===== config.mk =====
export PLATFORM = sky130hd
export DESIGN_NAME = hop_osc_timebase
export DESIGN_NICKNAME = d
export VERILOG_FILES = /design/src/rtl/hop_osc_pkg.sv /design/src/rtl/hop_prescale.sv /design/src/rtl/hop_triangle.sv /design/src/rtl/hop_period_calc.sv /design/src/rtl/hop_cycle_ctr.sv /design/src/rtl/hop_osc_timebase.sv
export SDC_FILE = /design/constraint.sdc
export NUM_CORES = 1
export LEC_CHECK = 0
export CELL_PAD_IN_SITES_DETAIL_PLACEMENT = 0
export CELL_PAD_IN_SITES_GLOBAL_PLACEMENT = 1
export CORE_MARGIN = 10
export CORE_UTILIZATION = 47
export CTS_CLUSTER_SIZE = 24
export DETAILED_ROUTE_END_ITERATION = 16
export GPL_TIMING_DRIVEN = 0
export HOLD_SLACK_MARGIN = 0.12
export PLACE_DENSITY = 0.82
export SLEW_MARGIN = 20
export SYNTH_ARGS = -nofsm -noshare
export SYNTH_HDL_FRONTEND = slang
export SYNTH_SLANG_ARGS = --single-unit

===== constraint.sdc =====
create_clock -name clk -period 20.8 [get_ports clk]
set_input_delay 4.16 -clock clk [delete_from_list [all_inputs] [get_ports clk]]
set_output_delay 4.16 -clock clk [all_outputs]
set_load 0.02 [all_outputs]

===== src/rtl/hop_osc_pkg.sv =====
package hop_osc_pkg;

  // Nominal length plus dither offset, limited to the legal period range.
  function automatic int dither_base(int nom, int offs, int lo, int hi);
    int b;
    b = nom + offs;
    if (b < lo) b = lo;
    if (b > hi) b = hi;
    return b;
  endfunction

  // Off-time extension: linear across the span below the entry code,
  // saturating at the floor-frequency length.
  function automatic int foldback_len(int base, int fb, int entry,
                                      int span_log2, int hi);
    int depth;
    int res;
    depth = entry - fb;
    if (depth <= 0)
      res = base;
    else if (depth >= (1 << span_log2))
      res = hi;
    else
      res = base + (((hi - base) * depth) >>> span_log2);
    return res;
  endfunction

endpackage


===== src/rtl/hop_prescale.sv =====
module hop_prescale #(
  parameter int DIV = 3438
) (
  input  logic clk,
  input  logic rst_n,
  input  logic enable,
  output logic tick
);
  localparam int CW = (DIV > 1) ? $clog2(DIV) : 1;
  localparam logic [CW-1:0] LAST = CW'(DIV - 1);

  logic [CW-1:0] cnt;

  assign tick = enable && (cnt == LAST);

  always_ff @(posedge clk) begin
    if (!rst_n || !enable)
      cnt <= '0;
    else if (tick)
      cnt <= '0;
    else
      cnt <= cnt + CW'(1);
  end

  // prescaler is cleared while dither is off
  a_r10_prescale_idle: assert property (@(posedge clk) disable iff (!rst_n)
    !enable |=> (cnt == '0));

endmodule


===== src/rtl/hop_triangle.sv =====
module hop_triangle #(
  parameter int AMP   = 16,
  parameter int POS_W = $clog2(AMP + 1) + 1
) (
  input  logic                    clk,
  input  logic                    rst_n,
  input  logic                    enable,
  input  logic                    tick,
  output logic signed [POS_W-1:0] pos,
  output logic                    climbing
);
  localparam logic signed [POS_W-1:0] PMAX = POS_W'(AMP);
  localparam logic signed [POS_W-1:0] PMIN = -PMAX;
  localparam logic signed [POS_W-1:0] NEAR_TOP = POS_W'(AMP - 1);
  localparam logic signed [POS_W-1:0] NEAR_BOT = -NEAR_TOP;

  always_ff @(posedge clk) begin
    if (!rst_n || !enable) begin
      pos      <= '0;
      climbing <= 1'b1;
    end else if (tick) begin
      if (climbing) begin
        pos <= pos + POS_W'(1);
        if (pos == NEAR_TOP) climbing <= 1'b0;
      end else begin
        pos <= pos - POS_W'(1);
        if (pos == NEAR_BOT) climbing <= 1'b1;
      end
    end
  end

  // position stays within the swing
  a_r9_pos_bound: assert property (@(posedge clk) disable iff (!rst_n)
    (pos <= PMAX) && (pos >= PMIN));
  // position moves only on a prescaled tick
  a_r9_tick_only: assert property (@(posedge clk) disable iff (!rst_n)
    (enable && !tick) |=> $stable(pos));
  // dither off forces the position to zero
  a_r10_pos_zero: assert property (@(posedge clk) disable iff (!rst_n)
    !enable |=> (pos == '0));

endmodule


===== src/rtl/hop_period_calc.sv =====
module hop_period_calc
  import hop_osc_pkg::*;
#(
  parameter int PW         = 16,
  parameter int FBW        = 8,
  parameter int POS_W      = 6,
  parameter int FB_ENTRY   = 107,
  parameter int SPAN_LOG2  = 4,
  parameter int MIN_PERIOD = 458,
  parameter int MAX_PERIOD = 2272,
  parameter int STEP       = 3
) (
  input  logic                    clk,
  input  logic                    rst_n,
  input  logic [PW-1:0]           nom,
  input  logic signed [POS_W-1:0] pos,
  input  logic [FBW-1:0]          fb,
  output logic [PW-1:0]           base_len,
  output logic [PW-1:0]           next_len
);
  int base_i;
  int fold_i;

  always_comb begin
    base_i   = dither_base(int'(nom), int'(pos) * STEP, MIN_PERIOD, MAX_PERIOD);
    fold_i   = foldback_len(base_i, int'(fb), FB_ENTRY, SPAN_LOG2, MAX_PERIOD);
    base_len = PW'(base_i);
    next_len = PW'(fold_i);
  end

  // foldback only ever lengthens the cycle
  a_r6_never_shorter: assert property (@(posedge clk) disable iff (!rst_n)
    next_len >= base_len);
  // never slower than the floor frequency
  a_r7_floor_freq: assert property (@(posedge clk) disable iff (!rst_n)
    next_len <= PW'(MAX_PERIOD));

endmodule


===== src/rtl/hop_cycle_ctr.sv =====
module hop_cycle_ctr #(
  parameter int PW = 16
) (
  input  logic          clk,
  input  logic          rst_n,
  input  logic          en,
  input  logic [PW-1:0] next_len,
  output logic          cyc_start,
  output logic [PW-1:0] phase,
  output logic [PW-1:0] cyc_len,
  output logic          running,
  output logic          boundary
);
  assign boundary = !running || (phase == cyc_len - PW'(1));

  always_ff @(posedge clk) begin
    if (!rst_n || !en) begin
      cyc_start <= 1'b0;
      phase     <= '0;
      cyc_len   <= '0;
      running   <= 1'b0;
    end else if (boundary) begin
      cyc_start <= 1'b1;
      phase     <= '0;
      cyc_len   <= next_len;
      running   <= 1'b1;
    end else begin
      cyc_start <= 1'b0;
      phase     <= phase + PW'(1);
    end
  end

  // phase stays inside the current cycle
  a_r3_phase_bound: assert property (@(posedge clk) disable iff (!rst_n)
    running |-> (phase < cyc_len));
  // length only moves at a strobe
  a_r4_len_hold: assert property (@(posedge clk) disable iff (!rst_n)
    (running && !cyc_start) |-> $stable(cyc_len));

endmodule


===== src/rtl/hop_osc_timebase.sv =====
module hop_osc_timebase #(
  parameter int PW          = 16,
  parameter int FBW         = 8,
  parameter int FB_ENTRY    = 107,
  parameter int SPAN_LOG2   = 4,
  parameter int MIN_PERIOD  = 458,
  parameter int MAX_PERIOD  = 2272,
  parameter int DITHER_AMP  = 16,
  parameter int DITHER_STEP = 3,
  parameter int TICK_DIV    = 3438
) (
  input  logic           clk,
  input  logic           rst_n,
  input  logic           en,
  input  logic           dither_en,
  input  logic [PW-1:0]  nom_period,
  input  logic [FBW-1:0] fb_code,
  output logic           cyc_start,
  output logic [PW-1:0]  phase,
  output logic [PW-1:0]  cyc_len
);
  localparam int POS_W = $clog2(DITHER_AMP + 1) + 1;

  logic                    dither_tick;
  logic signed [POS_W-1:0] dither_pos;
  logic                    dither_climbing;
  logic [PW-1:0]           base_len;
  logic [PW-1:0]           next_len;
  logic                    running;
  logic                    boundary;

  hop_prescale #(.DIV(TICK_DIV)) u_pre (
    .clk(clk), .rst_n(rst_n), .enable(dither_en), .tick(dither_tick)
  );

  hop_triangle #(.AMP(DITHER_AMP), .POS_W(POS_W)) u_tri (
    .clk(clk), .rst_n(rst_n), .enable(dither_en), .tick(dither_tick),
    .pos(dither_pos), .climbing(dither_climbing)
  );

  hop_period_calc #(
    .PW(PW), .FBW(FBW), .POS_W(POS_W), .FB_ENTRY(FB_ENTRY),
    .SPAN_LOG2(SPAN_LOG2), .MIN_PERIOD(MIN_PERIOD),
    .MAX_PERIOD(MAX_PERIOD), .STEP(DITHER_STEP)
  ) u_calc (
    .clk(clk), .rst_n(rst_n), .nom(nom_period), .pos(dither_pos),
    .fb(fb_code), .base_len(base_len), .next_len(next_len)
  );

  hop_cycle_ctr #(.PW(PW)) u_cyc (
    .clk(clk), .rst_n(rst_n), .en(en), .next_len(next_len),
    .cyc_start(cyc_start), .phase(phase), .cyc_len(cyc_len),
    .running(running), .boundary(boundary)
  );

  // first strobe one clock after enable rises
  a_r2_first_strobe: assert property (@(posedge clk) disable iff (!rst_n)
    $rose(en) |=> cyc_start);
  // idle outputs while disabled
  a_r2_idle: assert property (@(posedge clk) disable iff (!rst_n)
    !en |=> (!cyc_start && phase == '0 && cyc_len == '0));
  // running length lies within the legal range
  a_r8_len_range: assert property (@(posedge clk) disable iff (!rst_n)
    running |-> (cyc_len >= PW'(MIN_PERIOD) && cyc_len <= PW'(MAX_PERIOD)));
  // a strobe only ever follows a boundary
  a_r3_strobe_source: assert property (@(posedge clk) disable iff (!rst_n)
    (en && !boundary) |=> !cyc_start);

endmodule


### Word level (Yosys, flattened, before mapping)

Index checks and enable logic that the tools add are counted.

* register bits after elaboration: 53
* output and inout port bits: 33

* mux-type cells: 9
* equal/unequal tests: 4
* multipliers: 2
* $add $sub $neg: 9
* reduce and logical (&&, ||, !) cells: 10
* magnitude comparators: 4

Operator list (count)
* 2-to-1 mux 32 bit: 2
* adder 17 x 32 -> 32 bit: 1
* >= comparator 32 x 6 -> 1 bit, second input constant: 1
* greater-than comparator 32 x 13 -> 1 bit, second input constant: 1
* <= comparator 32 x 1 -> 1 bit, second input constant: 1
* less-than comparator 32 x 10 -> 1 bit, second input constant: 1
* multiplier 32 x 32 -> 20 bit: 1
* 2-to-1 mux 16 bit: 2
* subtractor 13 x 32 -> 32 bit, first input constant: 1
* adder 16 x 1 -> 16 bit, second input constant: 1
* adder 16 bit: 1
* == test 16 bit: 1
* subtractor 16 x 1 -> 16 bit, second input constant: 1
* adder 12 x 1 -> 12 bit, second input constant: 1
* == test 12 bit, second input constant: 1
* == test 6 x 5 -> 1 bit, second input constant: 2
* multiplier 6 x 3 -> 9 bit, second input constant: 1
* subtractor 7 x 8 -> 9 bit, first input constant: 1
* adder 6 x 2 -> 6 bit, second input constant: 1
* 2-to-1 mux 6 bit: 1
* subtractor 6 x 2 -> 6 bit, second input constant: 1
* logical NOT 1 bit: 4
* 2-to-1 mux 1 bit: 4
* OR reduction 2 bit: 2
* other kinds (2): 4

### Longest topological paths before layout

* depth in word-level cells: 11
* gate-level depth with buffers: 70
* gate-level depth less buffers: 67

### Cells and area by module

From an unflattened synthesis, not the netlist that was laid out.

* cell total of the unflattened synthesis: 1258
* area total of the unflattened synthesis: 10299.9 um2

Modules (own cells, without submodules)
* hop_period_calc: instances 1, cells each 858, seq. area each 0.0 um2, area an instance 6952.9 um2
* hop_cycle_ctr: instances 1, cells each 282, seq. area each 680.7 um2, area an instance 2331.0 um2
* hop_prescale: instances 1, cells each 61, seq. area each 240.2 um2, area an instance 536.8 um2
* hop_triangle: instances 1, cells each 57, seq. area each 140.1 um2, area an instance 479.2 um2

### Worst setup path after synthesis

OpenSTA, ideal clock, no wires.

* path type: in2reg
* from: in nom_period[0]
* to: reg u_cyc.cyc_len[15]
* arrival time: 16270 ps
* cell stages on the path: 60
* path slack: 4460 ps
* required time: 20730 ps
* cell sequence: ha_1 > inv_1 > fa_1 > nor2b_1 > o21ba_2 > o31a_1 > o311ai_2 > nand4bb_1 > and4bb_2 > nand2_2 > nor3_1 > ha_1 > clkbuf_1 > nand2b_1 > nor2_1 > a31oi_1 > o311ai_1 > and2_1 > [24 not listed] > or2_2 > a21oi_1 > a21oi_1 > a21oi_1 > xnor2_1 > ha_1 > or2_2 > a21oi_1 > a311oi_1 > a211o_1 > a21o_1 > a21oi_1 > xnor3_1 > xnor3_1 > xor2_1 > xnor2_1 > xnor3_1 > a21oi_1

* longest elaborated chain between the ends: 10

Ends and longest elaborated chain
* from (decl): line hop_osc_timebase.sv:16 `input logic [PW-1:0] nom_period,`
* adder 17 x 32 -> 32 bit *: line hop_osc_pkg.sv:6 `b = nom + offs;`
* less-than comparator 32 x 10 -> 1 bit: line hop_osc_pkg.sv:7 `if (b < lo) b = lo;`
* 2-to-1 mux 32 bit *: line hop_osc_pkg.sv:7
* greater-than comparator 32 x 13 -> 1 bit: line hop_osc_pkg.sv:8 `if (b > hi) b = hi;`
* 2-to-1 mux 32 bit *: line hop_osc_pkg.sv:8
* subtractor 13 x 32 -> 32 bit: line hop_osc_pkg.sv:24 `res = base + (((hi - base) * depth) >>> span_log2);`
* multiplier 32 x 32 -> 20 bit: line hop_osc_pkg.sv:24
* adder 16 bit: line hop_osc_pkg.sv:24
* 2-to-1 mux 16 bit: line hop_osc_pkg.sv:21 `else if (depth >= (1 << span_log2))`
* 2-to-1 mux 16 bit *: line hop_osc_pkg.sv:19 `if (depth <= 0)`
* to (signal assigned): line hop_cycle_ctr.sv:25 `cyc_len <= next_len;`
* to (decl): line hop_cycle_ctr.sv:10 `output logic [PW-1:0] cyc_len,`

Every way passes the cells marked *; elsewhere a longest branch is shown, timed or not.
A chain may end at the register's enable or synchronous reset.

### Final worst setup path

* from: in nom_period[4]
* to: reg u_cyc.cyc_len[15]

The elaborated chain is that of the path after synthesis.

==> run summary <==
Final Wtd Congestion: 0.909
Pleak: 0.00476 uW
Top Metal Used: met4
Synth Cell Area: 9590 um^2
Setup bufs post-CTS: 0
Register bit total from synthesis: 53
Starting DRT DRC Count: 544
DR WL/cell: 16.9 um
Initial core utilization: 47.5%
CTS buffer count: 5
Clock-pin slew on the worst setup and hold paths: 0.07 ns
Initial antenna violation count: 0
WL met3: 1.11 mm
Post-CTS Resized: 0
Vias in the first global route: 8507
R2R Path Start: u_tri.pos[1]
DR vias/cell: 5.50
DRC viols: 0
Syn_nets: 1408
Largest net degree at the start of global routing: 17
CTS tree: built
Routed WL: 25.7 mm
Via count: 8373
Fraction of layout cells with a size suffix above 1: 4.79%
Syn avg cell area: 8.09 um^2
Synth area leaders: fa_1, ha_1, dfxtp_1, nor2_1, xnor2_1
Top cell type by total area after synthesis: fa_1
Most frequent CP cell: a21oi_1
Row cnt: 52
CTS Root Cell: clkbuf_16
Hold buffers post-CTS: 0
Routed wl met2: 12.4 mm
Sequential area share after synthesis: 11.1%
Fin crit period: 18.80 ns
Crit Path Category: in -> reg
FFs w/ async S/R, synth: 0%
Finished Core Util: 53.2%
Die width: 163 um
Diode count: 0
Pre-CTS setup slack: 1.85 ns
First-pass GRT wire length: 43.0 mm
CORE AREA: 20200 um^2
Final hold vios: 0
Die Span Y: 163 um
PwrDens: 48.1 nW/um^2
Max-cap viol count: 0
VDD IR-drop max: 0.0346 mV
CP max stage delay: 0.73 ns
Area growth syn-to-layout: 11.9%
Worst-Skew Late Latency: 0.30 ns
Worst Hold Launch: u_pre.cnt[0]
Post-Syn Instances: 1185
Fmax: 53.2 MHz
Critical Path Start: nom_period[4]
Worst setup margin: 2.00 ns
YS warnings: 0
Pins Over Slew Limit: 0
Die footprint: 26500 um^2
Worst path arrival time: 19.03 ns
Unrepaired setup endpoints after global routing: no
Setup TNS: 0 ns
CP max FO: 8
Post-synth EDFFs: 0
Port Buffers: 59
Maximum root-to-sink buffer count: 2
CP max-delay cell: nor4_1
Outcome: finished clean
Detailed placer's ending HPWL: 21.5 mm
Worst-margin pin slew: 1.16 ns
Crit end category: register
Drt first pass iters: 6
Final setup violation count: 0
Non-filler cells, final: 1523
Yosys top cell area share: 20.9%
Remaining antenna violation count: 0
GRT Overall Usage: 19.6%
DRT met1 WL: 12.0 mm
Post-synth top flop: dfxtp_1
Final period util: 90.4%
Critical Path RT: 21.03 ns
H-tree depth: 2
Clock sinks: 53
Count of cell types in the netlist: 86
Slew HR: 22.5%
CP startpoint kind: input pin
Grt total ovfl: 0
Fin nets: 1475
Dpl cells: 1515
Skew final: 0.00509 ns
Ports: 61
Worst Hold Class: reg -> reg
[final cells by class]
cell class	count	area, um^2
sequential	53	1060
tap	270	338
inverter	115	432
fill	2010	9440
clock buffer	5	125
timing repair buffer	60	598
multi-input combinational	985	7980
clock inverter	3	65.1
buffer	32	126
[Yosys cell counts (5+ instances only)]
library cell / count
a211oi_1: 14
a21o_1: 16
a21oi_1: 55
a22oi_1: 6
a31oi_1: 11
and2_1: 17
and3_1: 13
clkbuf_1: 28
dfxtp_1: 53
fa_1: 100
ha_1: 95
inv_1: 114
mux2i_1: 5
nand2_1: 74
nand2b_1: 29
nand3_1: 27
nand4_1: 11
nor2_1: 183
nor2b_1: 8
nor3_1: 23
nor3b_1: 6
nor4_1: 9
o211ai_1: 7
o21a_1: 5
o21ai_0: 31
or2_2: 27
or3_1: 12
xnor2_1: 75
xor2_1: 41
[kinds of logic after synthesis]
logic type	synth area share [%]
AO/OA/AOI/OAI	14.9
buffers and inverters	5.82
flip-flops	11.1
AND/OR/NAND/NOR	23.1
multiplexers	0.522
adder cells (fa/ha/maj)	33.3
XOR/XNOR	11.3
[power by group]
group / total, uW / switching [uW] / internal [uW]
clock network: 107 / 38.1 / 68.8
logic: 303 / 168 / 135
registers: 106 / 2.82 / 103
[layer usage]
metal	vias up	GRT usage, %
met5	-	0
met4	0	2.70
met3	22	2.58
met2	163	33.2
met1	4044	26.5
li1	4144	-
[state kept, by name, summed over array words and instances, names as in the netlist]
signal	cells
u_tri.climbing	1
u_cyc.cyc_start	1
u_cyc.running	1
u_cyc.phase	16
u_pre.cnt	12
u_tri.pos	6
u_cyc.cyc_len	16
[per-stage QoR]
stage / total power (uW) / instance area (um^2) / hold slack (ns)
after floorplan: 339 / 9590 / 0.445
after global placement: 407 / 10500 / 0.468
after detailed placement: 407 / 10500 / 0.476
after CTS: 517 / 10700 / 0.495
after global routing: 557 / 10700 / 0.515
final: 516 / 10700 / 0.490
[path summary, 6_finish.rpt]
path / end / slack (ns) / depth (start not counted)
setup reg to reg: u_cyc.cyc_len[15] / 3.72 / 69
hold reg to reg: u_pre.cnt[0] / 0.49 / 1
setup / recovery: u_cyc.cyc_len[15] / 2.00 / 62
hold / removal: u_pre.cnt[0] / 0.49 / 1
[cell usage in the layout (no fill, tap or decap), drive strengths merged, types with 4 or more instances in the layout]
master / instances
o221ai: 4
a31oi: 12
o21ai: 36
nand4b: 4
nor3b: 6
mux2i: 5
fa: 100
dfxtp: 53
o211ai: 8
a22oi: 6
xor2: 41
or3: 12
o311ai: 4
ha: 95
a21oi: 57
o21a: 5
o211a: 4
or2: 28
o22ai: 4
clkdlybuf4s50: 59
and2: 18
nor2: 184
nor3: 24
inv: 115
and3: 13
buf: 5
nand4: 11
nor4: 9
a21o: 16
nor2b: 8
a211oi: 14
clkbuf: 33
xnor2: 75
nand2: 75
nand2b: 29
nand3: 28
[worst max-delay path: cells and delay by family]
kind                       cells  cell delay, ns
xor gates and xnor gates       7            1.95
AOI/OAI and AO/OA             22            4.13
buffers and inverters          6            1.30
and+or+nand+nor               17            3.83
adders and majority gates     10            3.68
(Power assumes the default switching activity.)
